===== src/rtl/ctl_edge_pkg.sv =====
package ctl_edge_pkg;
   localparam int unsigned LANE_W = 8;

   function automatic int unsigned lane_of(input int unsigned bit_pos);
      return bit_pos / LANE_W;
   endfunction
endpackage


===== src/rtl/ctl_lane_store.sv =====
module ctl_lane_store #(
   parameter int unsigned DATA_W = 16
) (
   input  logic                                         clk,
   input  logic                                         rst_n,
   input  logic                                         wr_en,
   input  logic [DATA_W/ctl_edge_pkg::LANE_W-1:0]       wr_be,
   input  logic [DATA_W-1:0]                            wr_data,
   output logic [DATA_W-1:0]                            q
);
   import ctl_edge_pkg::*;
   localparam int unsigned LANES = DATA_W / LANE_W;

   for (genvar l = 0; l < LANES; l++) begin : g_lane
      always_ff @(posedge clk or negedge rst_n) begin
         if (!rst_n)
            q[l*LANE_W +: LANE_W] <= '0;
         else if (wr_en && wr_be[l])
            q[l*LANE_W +: LANE_W] <= wr_data[l*LANE_W +: LANE_W];
      end

      // a lane left out of the write keeps its contents
      assert_lane_keep_R2: assert property (@(posedge clk) disable iff (!rst_n)
         !(wr_en && wr_be[l]) |=> $stable(q[l*LANE_W +: LANE_W]));
   end
endmodule


===== src/rtl/ctl_rise_cell.sv =====
module ctl_rise_cell (
   input  logic clk,
   input  logic rst_n,
   input  logic wr_en,
   input  logic lane_en,
   input  logic din,
   input  logic prev,
   output logic pulse
);
   logic rise;
   assign rise = wr_en && lane_en && din && !prev;

   always_ff @(posedge clk or negedge rst_n) begin
      if (!rst_n) pulse <= 1'b0;
      else        pulse <= rise;
   end

   // never two consecutive pulse cycles
   assert_pulse_single_R9: assert property (@(posedge clk) disable iff (!rst_n)
      pulse |=> !pulse);
   // a pulse needs an enabled lane carrying a 1 in the previous cycle
   assert_pulse_cause_R7: assert property (@(posedge clk) disable iff (!rst_n)
      pulse |-> $past(wr_en && lane_en && din));
   // a bit already set does not pulse again
   assert_no_repeat_R6: assert property (@(posedge clk) disable iff (!rst_n)
      pulse |-> !$past(prev));
endmodule


===== src/rtl/ctl_level_tap.sv =====
module ctl_level_tap #(
   parameter bit ACTIVE_LOW = 1'b0
) (
   input  logic clk,
   input  logic rst_n,
   input  logic wr_en,
   input  logic lane_en,
   input  logic stored,
   output logic lvl
);
   if (ACTIVE_LOW) begin : g_low
      assign lvl = !stored;
   end else begin : g_high
      assign lvl = stored;
   end

   // level moves only after a write on its own lane
   assert_level_hold_R8: assert property (@(posedge clk) disable iff (!rst_n)
      !(wr_en && lane_en) |=> $stable(lvl));
endmodule


===== src/rtl/ctl_edge_port.sv =====
module ctl_edge_port #(
   parameter int unsigned DATA_W              = 16,
   parameter int unsigned NUM_ACT             = 3,
   parameter int unsigned ACT_POS [NUM_ACT]   = '{0, 1, 13},
   parameter int unsigned NUM_LVL             = 2,
   parameter int unsigned LVL_POS [NUM_LVL]   = '{15, 14},
   parameter bit          LVL_ACTIVE_LOW      = 1'b0
) (
   input  logic                                   clk,
   input  logic                                   rst_n,
   input  logic                                   wr_en,
   input  logic [DATA_W/ctl_edge_pkg::LANE_W-1:0] wr_be,
   input  logic [DATA_W-1:0]                      wr_data,
   output logic [NUM_ACT-1:0]                     act_pulse,
   output logic [NUM_LVL-1:0]                     lvl_out
);
   import ctl_edge_pkg::*;
   localparam int unsigned LANES = DATA_W / LANE_W;

   if (DATA_W % LANE_W != 0 || DATA_W == 0) begin : g_bad_width
      $error("ctl_edge_port: DATA_W must be a nonzero multiple of the lane width");
   end

   logic [DATA_W-1:0] store_q;

   ctl_lane_store #(.DATA_W(DATA_W)) u_store (
      .clk     (clk),
      .rst_n   (rst_n),
      .wr_en   (wr_en),
      .wr_be   (wr_be),
      .wr_data (wr_data),
      .q       (store_q)
   );

   for (genvar i = 0; i < NUM_ACT; i++) begin : g_act
      localparam int unsigned P = ACT_POS[i];
      localparam int unsigned L = lane_of(P);
      if (P >= DATA_W) begin : g_bad_pos
         $error("ctl_edge_port: action bit position out of range");
      end
      ctl_rise_cell u_cell (
         .clk     (clk),
         .rst_n   (rst_n),
         .wr_en   (wr_en),
         .lane_en (wr_be[L]),
         .din     (wr_data[P]),
         .prev    (store_q[P]),
         .pulse   (act_pulse[i])
      );
   end

   for (genvar j = 0; j < NUM_LVL; j++) begin : g_lvl
      localparam int unsigned P = LVL_POS[j];
      localparam int unsigned L = lane_of(P);
      if (P >= DATA_W) begin : g_bad_pos
         $error("ctl_edge_port: level bit position out of range");
      end
      ctl_level_tap #(.ACTIVE_LOW(LVL_ACTIVE_LOW)) u_tap (
         .clk     (clk),
         .rst_n   (rst_n),
         .wr_en   (wr_en),
         .lane_en (wr_be[L]),
         .stored  (store_q[P]),
         .lvl     (lvl_out[j])
      );
   end

   // without a write strobe the whole stored word holds
   assert_store_quiet_R2: assert property (@(posedge clk) disable iff (!rst_n)
      !wr_en |=> $stable(store_q));
   // pulses are only launched by a write one cycle earlier
   assert_pulse_needs_write_R9: assert property (@(posedge clk) disable iff (!rst_n)
      (|act_pulse) |-> $past(wr_en));
endmodule


===== config.mk =====
export PLATFORM = sky130hd
export DESIGN_NAME = ctl_edge_port
export DESIGN_NICKNAME = d
export VERILOG_FILES = /design/src/rtl/ctl_edge_pkg.sv /design/src/rtl/ctl_lane_store.sv /design/src/rtl/ctl_rise_cell.sv /design/src/rtl/ctl_level_tap.sv /design/src/rtl/ctl_edge_port.sv
export SDC_FILE = /design/constraint.sdc
export NUM_CORES = 1
export LEC_CHECK = 0
export BUFFER_PORTS_ARGS = -buffer_cell sky130_fd_sc_hd__buf_2
export CAP_MARGIN = 20
export CORE_AREA = 2 2 39 41
export CTS_CLUSTER_DIAMETER = 150
export DETAILED_ROUTE_END_ITERATION = 7
export DIE_AREA = 0 0 41 43
export GPL_TIMING_DRIVEN = 0
export PLACE_DENSITY = 0.68
export SLEW_MARGIN = 20
export SYNTH_ARGS = -nofsm -noshare
export SYNTH_HDL_FRONTEND = slang
export SYNTH_SLANG_ARGS = --single-unit

===== constraint.sdc =====
create_clock -name clk -period 0.81 [get_ports clk]
set_clock_uncertainty 0.15 [all_clocks]
set_input_delay 0.2025 -clock clk [delete_from_list [all_inputs] [get_ports clk]]
set_output_delay 0.2025 -clock clk [all_outputs]
set_load 0.01 [all_outputs]

# Yosys cells after proc, flatten, opt, wreduce, memory -nomap -nowiden
# Index checks and enable logic that the tools add are counted.
dict set report classes {
  reduce_logical 11
}
# operator count
set op_table {}
lappend op_table {{$logic_and A1 B1 Y1} 8}
lappend op_table {{$logic_not A1 Y1} 3}
dict set report totals {
  reg_bits 13
  in_bits 21
}

# Longest topological paths before layout
# Gate-level depths: netlist (run 1).
dict set report depth {
  word_depth 3
  ltp_mapped 2
  mapped_depth_nobuf 2
}

# Hierarchy
# Synthesis (run 1) repeated with hierarchy kept, for this count alone.
dict set report hier_totals {
  hier_cells 42
  hier_area_um2 713.2
}
# mod instances cells_per_inst area_each_um2 seq_area_each_um2
set by_module_without_submodules {}
lappend by_module_without_submodules {ctl_lane_store 1 34 593.1 400.4}
lappend by_module_without_submodules {ctl_rise_cell 3 2 35.0 25.0}
lappend by_module_without_submodules {ctl_level_tap 2 1 7.5 0.0}

# Worst setup path after synthesis (run 1)
# Ideal clock, no wire load.
dict set report synth_timing {
  path_type {input to register}
  start {input wr_en}
  end {register u_store.q[13]}
  setup_ps 125
  arrival_ps 643
  required_ps 535
  path_slack_ps -108
  cell_stages 2
  path_buffers 0
  cell_sequence {nand2_1 > mux2_2}
}
dict set report synth_via {
  elab_chain_len 1
}
# item line
set synth_rtl {}
lappend synth_rtl {{start, declared} ctl_edge_port.sv:11} ;# input logic wr_en,
lappend synth_rtl {{$logic_and A1 B1 Y1} ctl_lane_store.sv:18} ;# else if (wr_en && wr_be[l])
lappend synth_rtl {{end signal, assigned by index} ctl_lane_store.sv:19} ;# q[l*LANE_W +: LANE_W] <= wr_data[l*LANE_W +: LANE_W];
lappend synth_rtl {{end, declared} ctl_lane_store.sv:9} ;# output logic [DATA_W-1:0] q
# No other way between the ends.
# A chain may end at the register's enable or synchronous reset.

# Worst setup path after layout (run 1)
dict set report layout_timing {
  start {register u_store.q[15]}
  end {output lvl_out[0]}
}
# item line
set layout_lines {}
lappend layout_lines {{end, declared} ctl_edge_port.sv:15} ;# output logic [NUM_LVL-1:0] lvl_out
# No word-level cell between the ends.

==> results of run 1 <==
[cell usage after synthesis]
cell	instances	area, sq um
nand2_1	2	7.51
buf_4	5	37.5
dfrtp_1	8	200
nor3b_1	3	22.5
mux2_2	5	56.3
[routing by layer]
| layer | up-vias | wire length [um] | track usage |
|---|---|---|---|
| li1 | 108 | - | - |
| met5 | - | 0 | 0 |
| met1 | 102 | 300 | 0.106 |
| met3 | 0 | 77 | 0.0524 |
| met4 | 0 | 0 | 0.0600 |
| met2 | 15 | 283 | 0.128 |
[per-stage QoR]
| step | area (sq um) | setup slack, ns | hold WS [ns] |
|---|---|---|---|
| after floorplan | 369 | -0.0595 | -0.243 |
| after global placement | 459 | -0.202 | -0.100 |
| after detailed placement | 459 | -0.207 | -0.0947 |
| after CTS | 522 | -0.408 | 0.0335 |
| after global routing | 527 | -0.435 | 0.0386 |
| final | 527 | -0.396 | 0.0410 |
[flip-flops by register name (all words and copies together) (netlist names)]
name	flops
u_store.q	5
g_act.u_cell.pulse	3
[area by class of cell]
class                           instances  area (sq um)  area share
Buffer                                  2          22.5      0.0428
Tap cell                               16          20.0      0.0380
Timing Repair Buffer                   17           126       0.240
Multi-Input combinational cell         10           135       0.257
Sequential cell                         8           200       0.380
Clock buffer                            3          22.5      0.0428
[timing repair]
action	4_1_cts	5_1_grt
hold endpoints to repair	8	0
cloned	0	0
resized for setup	9	1
setup endpoints to repair	12	12
buffers inserted	2	1
pin swaps	0	2
hold buffers	1	0
[final timing paths]
check / start / endpoint / slack [ns] / cells past startpoint
worst max-delay path: u_store.q[15] / lvl_out[0] / -0.40 / 2
worst min-delay path: wr_data[15] / u_store.q[15] / 0.04 / 2
worst max register to register: u_store.q[14] / u_store.q[14] / -0.22 / 2
worst min register to register: u_store.q[0] / g_act[0].u_cell.pulse / 0.30 / 1
max in group asynchronous: rst_n / u_store.q[0] / 0.16 / 2
min in group asynchronous: rst_n / g_act[1].u_cell.pulse / 0.18 / 2
[power breakdown]
group	leakage, uW	switching (uW)	internal [uW]
logic	0.000159	70.0	161
clock network	0.0000138	129	169
registers	0.0000998	28.6	443
[layout by cell type (no fill, tap or decap)]
cell type / count
buf_2: 9
buf_4: 2
buf_6: 7
clkbuf_4: 3
dfrtp_1: 8
dlygate4sd3_1: 1
mux2_4: 5
nand2_4: 2
nor3b_2: 3
[worst max-delay path: stages, from the launching register on]
cell and delay (ns):
dfrtp_1 0.38, buf_6 0.12, buf_6 0.11
[cell families (layout without fill, tap and decap cells)]
kind of cell / after synthesis / count (layout) / share of synthesized area
and+or+nand+nor: 5 / 5 / 0.0927
muxes: 5 / 5 / 0.174
buffers and inverters: 5 / 22 / 0.116
DFF: 8 / 8 / 0.618
==> summary.txt, run 1 <==
Outcome
  • Outcome: finished, violations left
  • Failing checks: setup timing

Global routing
  • Grt ovf: 0
  • Largest net degree at the start of global routing: 9
  • Global-route wire length before repair: 1010 um
  • Overall routing resource usage: 0.0932
  • Number of global-route vias before repair: 247
  • Initial antenna violation count: 0

Setup path
  • Data required time of the worst path: ~0.46 ns
  • Arr. time, crit path: between 0.8 and 0.9 ns
  • CP Capture Type: primary output
  • Worst-path fanout max: 2
  • CP Class: flip-flop to primary output
  • Startpoint Class: flip-flop

Layout
  • Final core utilization: 0.381
  • Filler Cell Count: 133
  • Layout Cells excl Fill: 56
  • Nets@finish: 63
  • Number of diodes: 0
  • Fraction of layout cells with a size suffix above 1: 0.775
  • Synth-to-Final Area Change: 62.5%

Yosys
  • Post-Syn Instances: 23
  • Synthesized area: approximately 320 sq um
  • Seq/Total Area, Yosys: 0.618
  • Netlist cell types: 5
  • Post-Syn Nets: 44
  • #FFs+latches synth: 8
  • Yosys warns: 0
  • Avg Inst Size Synth: about 14 sq um

Clock tree
  • CTS tree: built
  • Number of H-tree levels: 1
  • CTS buffer count: 3
  • Clock Pin Slew Worst Setup and Hold Paths: approximately 0.05 ns
  • CTS Sinks: 8
  • Root buffer cell: clkbuf_4
  • Skew-Pair Late Insertion Delay: 0.25 ns
  • Worst-case clock buffer depth: 2

Route
  • Vias: 225
  • Pre-antenna DRT Iters: 1
  • Final WL: between 600 and 700 um
  • Wirelength per Cell: 11.8 um
  • # DRC: 0
  • Routed Antenna Nets: 0
  • DR vias/cell: around 4
  • 1st-iter DRT viols: 0

Placement
  • Detail Placement HPWL: 468 um
  • Placed cell count: 53
  • Port Buf Inserts: 14
  • Gpl congestion: approximately 0.57

STA
  • Max-slew violation count: 0
  • Total negative slack: -2.37 ns
  • Achievable clock frequency: 0.829 GHz
  • Worst Max-Slew Pin Slew: 0.187 ns
  • Worst setup margin: -0.396 ns
  • Slew headroom: 0.875
  • Hold Fails Final Rpt: 0
  • Finish-stage setup viols: 10
  • Tmin final: 1.21 ns
  • Tcrit/Tclk final: 1.49
  • RSZ-0062 raised after global routing: true

Pwr
  • Pleak: about 0.00027 uW
  • PD cells: 1900 nW/um^2
  • Tot Pwr: 1000 uW
  • Peak VDD IR: 0.000761 V

Hold path
  • Hold WC Path Type: input port to flip-flop

Floorplanning
  • Die width: 41 um
  • Top-level I/O count: 26
  • Core area: 1380 sq um
  • Row count: 14
  • Die area: 1760 sq um
  • Die Y: 43 um
  • Initial Utilization: 0.234

Flow run
  • Maxcap violations: 0
No activity file was read; power rests on OpenSTA's default activity.
==> inputs of run 2 (changes only) <==
--- a/config.mk
+++ b/config.mk
@@ -13,7 +13,8 @@
 export DIE_AREA = 0 0 41 43
 export GPL_TIMING_DRIVEN = 0
 export PLACE_DENSITY = 0.68
-export SLEW_MARGIN = 20
+export SLEW_MARGIN = 10
 export SYNTH_ARGS = -nofsm -noshare
 export SYNTH_HDL_FRONTEND = slang
 export SYNTH_SLANG_ARGS = --single-unit
+export TNS_END_PERCENT = 5
==> run 2 against run 1 <==
Net effect: the run still ends with setup timing left; routed wire length fell by 2.3%; combinational power fell by 3%; worst hold slack improved by 0.0011 ns; highest routed layer unchanged; clock-buffer cell count did not move; sequential power barely moved; final cell count rose by 3.6%; clock power barely moved; fmax fell by 0.78%; cell area rose by 1.4%; sequential share of layout area fell by 0.53 points; first-iteration DRC count did not move.
==> summary.txt, run 2 (same netlist as run 1, synthesis figures left out) <==
Outcome
  • Outcome: finished, violations left
  • Failing checks: setup timing

Global routing
  • Gr busiest metal: met2
  • Number of global-route vias before repair: 261
  • Met1 Resource Use GR: 0.0930
  • Largest net degree at the start of global routing: 9
  • Global-route wire length before repair: 966 um
  • Overall routing resource usage: 0.0852
  • Met3 usage in global routing: 0.0419
  • Initial antenna violation count: 0
  • Grt ovf: 0
  • Met2 Use GR: 0.122

Route
  • Final WL: around 650 um
  • DR vias/cell: 4.12
  • Vias: 239
  • Wirelength per Cell: between 10 and 15 um
  • # DRC: 0
  • Routed Antenna Nets: 0
  • 1st-iter DRT viols: 0
  • Pre-antenna DRT Iters: 1

Floorplanning
  • Die area: 1760 sq um
  • Die Y: 43 um
  • Die width: 41 um
  • Row count: 14
  • Initial Utilization: 0.234
  • Top-level I/O count: 26
  • Core area: ~1400 sq um

STA
  • Finish-stage setup viols: 10
  • RSZ-0062 raised after global routing: true
  • Worst Max-Slew Pin Slew: 0.178 ns
  • Achievable clock frequency: between 0.8 and 0.9 GHz
  • Worst setup margin: -0.406 ns
  • Slew headroom: 0.881
  • Hold Fails Final Rpt: 0
  • Tmin final: 1.22 ns
  • Tcrit/Tclk final: 1.50
  • Total negative slack: -2.55 ns
  • Max-slew violation count: 0

Setup path
  • Worst Path Buf+Inv: 2
  • Worst-case reg-to-reg path depth: 2
  • Crit-path leading delay family: flip-flops
  • CP Class: flip-flop to primary output
  • CP Cell Sequence: buf_6, buf_6
  • Max incr delay on CP: 0.39 ns
  • Arr. time, crit path: 0.86 ns
  • Most frequent CP cell: buf_6
  • CP max stage cell: dfrtp_1
  • CP Capture Type: primary output
  • Reg-to-reg endpoint: u_store.q[14]
  • FF-to-FF setup slack: -0.20 ns
  • Critical path depth in cells: 2
  • Startpoint Class: flip-flop
  • Data required time of the worst path: 0.46 ns
  • Worst-path fanout max: 2
  • Launch point of the worst reg-to-reg path: u_store.q[14]

Layout
  • Synth-to-Final Area Change: 64.9%
  • Fraction of layout cells with a size suffix above 1: 0.762
  • Filler Cell Count: 131
  • Nets@finish: 65
  • Register Area: 200 sq um
  • Largest reg by FF count: u_store.q
  • Number of diodes: 0
  • Most frequent cells in the layout: 10 x buf_2, 8 x dfrtp_1, 7 x buf_6
  • Layout Cells excl Fill: 58
  • Largest register FFs: 5
  • Area of the multi-input gates: between 100 and 150 sq um
  • Largest registers: u_store.q (5), g_act.u_cell.pulse (3)
  • Most common cell after layout, fill and taps aside: buf_2
  • Final Cell Area: 534 sq um

Clock tree
  • CTS buffer count: 3
  • CTS Sinks: 8
  • Worst-case clock buffer depth: 2
  • CTS tree: built
  • Number of H-tree levels: 1
  • Root buffer cell: clkbuf_4
  • Skew-Pair Late Insertion Delay: 0.25 ns
  • Clock Pin Slew Worst Setup and Hold Paths: 0.05 ns

Hold path
  • Hold-critical path depth: 2
  • Worst Min Path Start: wr_data[14]
  • Hold WC Path Type: input port to flip-flop
  • Hold EP: u_store.q[14]

Placement
  • Dpl cell area: ~450 sq um
  • Port Buf Inserts: 14
  • Gpl congestion: 0.602
  • Placed cell count: 53
  • Pre-CTS setup slack: -0.214 ns

Pwr
  • Tot Pwr: between 900 and 1000 uW
  • Pleak: about 0.00028 uW
  • PD cells: 1850 nW/um^2
  • Peak VDD IR: 0.000631 V

Flow run
  • Maxcap violations: 0
-- run 2: cell count changes in the layout (fill, tap and decap cells not counted) --
cell / before / now
buf_2: 9 / 10
buf_4: 2 / 3
nor3b_1: 0 / 1
nor3b_2: 3 / 2
-- run 2: per-stage QoR --
| step | utilization | hold WS [ns] |
|---|---|---|
| after floorplan | - | -0.243 |
| after global routing | 0.386 | 0.0292 |
| final | 0.386 | 0.0421 |
| after global placement | 0.324 | -0.101 |
| after CTS | 0.366 | 0.0334 |
| after detailed placement | 0.324 | -0.0990 |
-- run 2: how the worst max path moves through the flow --
stage / from / to / slack [ns]
2_1_floorplan: u_store.q[0] / u_store.q[0] / -0.06
3_3_place_gp: wr_en / u_store.q[14] / -0.20
3_5_place_dp: wr_en / u_store.q[15] / -0.21
4_1_cts: u_store.q[15] / lvl_out[0] / -0.41
5_1_grt: u_store.q[15] / lvl_out[0] / -0.44
6_report: u_store.q[15] / lvl_out[0] / -0.41
-- run 2: per-layer routing --
| metal | up-vias | routed length [um] |
|---|---|---|
| met5 | - | 0 |
| met4 | 0 | 0 |
| met3 | 0 | 80 |
| met2 | 15 | 293 |
| met1 | 114 | 271 |
| li1 | 110 | - |
-- run 2: power by group --
part	total [uW]	internal [uW]	leakage, uW	switching (uW)
combinational	225	154	0.000168	70.8
sequential	469	443	0.0000998	26.0
clock	297	169	0.0000138	128
total	991	766	0.000282	225
-- run 2: worst reg2reg max path, cell delays in order (launching register included) --
cell	delay, ns
dfrtp_1	0.37
buf_4	0.13
mux2_4	0.25
-- run 2: layout make-up --
type / count / share of cell area
tap: 16 / 0.0375
sequential: 8 / 0.375
clock buffer: 3 / 0.0422
timing repair buffer: 16 / 0.211
multi-input combinational: 10 / 0.244
buffer: 5 / 0.0913
-- run 2: timing repair --
| action | CTS | global route |
|---|---|---|
| pin swaps | 0 | 1 |
| resized for setup | 5 | 4 |
| buffers inserted | 0 | 1 |
| hold buffers | 1 | 0 |
| endpoints found under the hold margin | 8 | 0 |
| cloned | 0 | 0 |
| endpoints found under the setup margin | 10 | 13 |
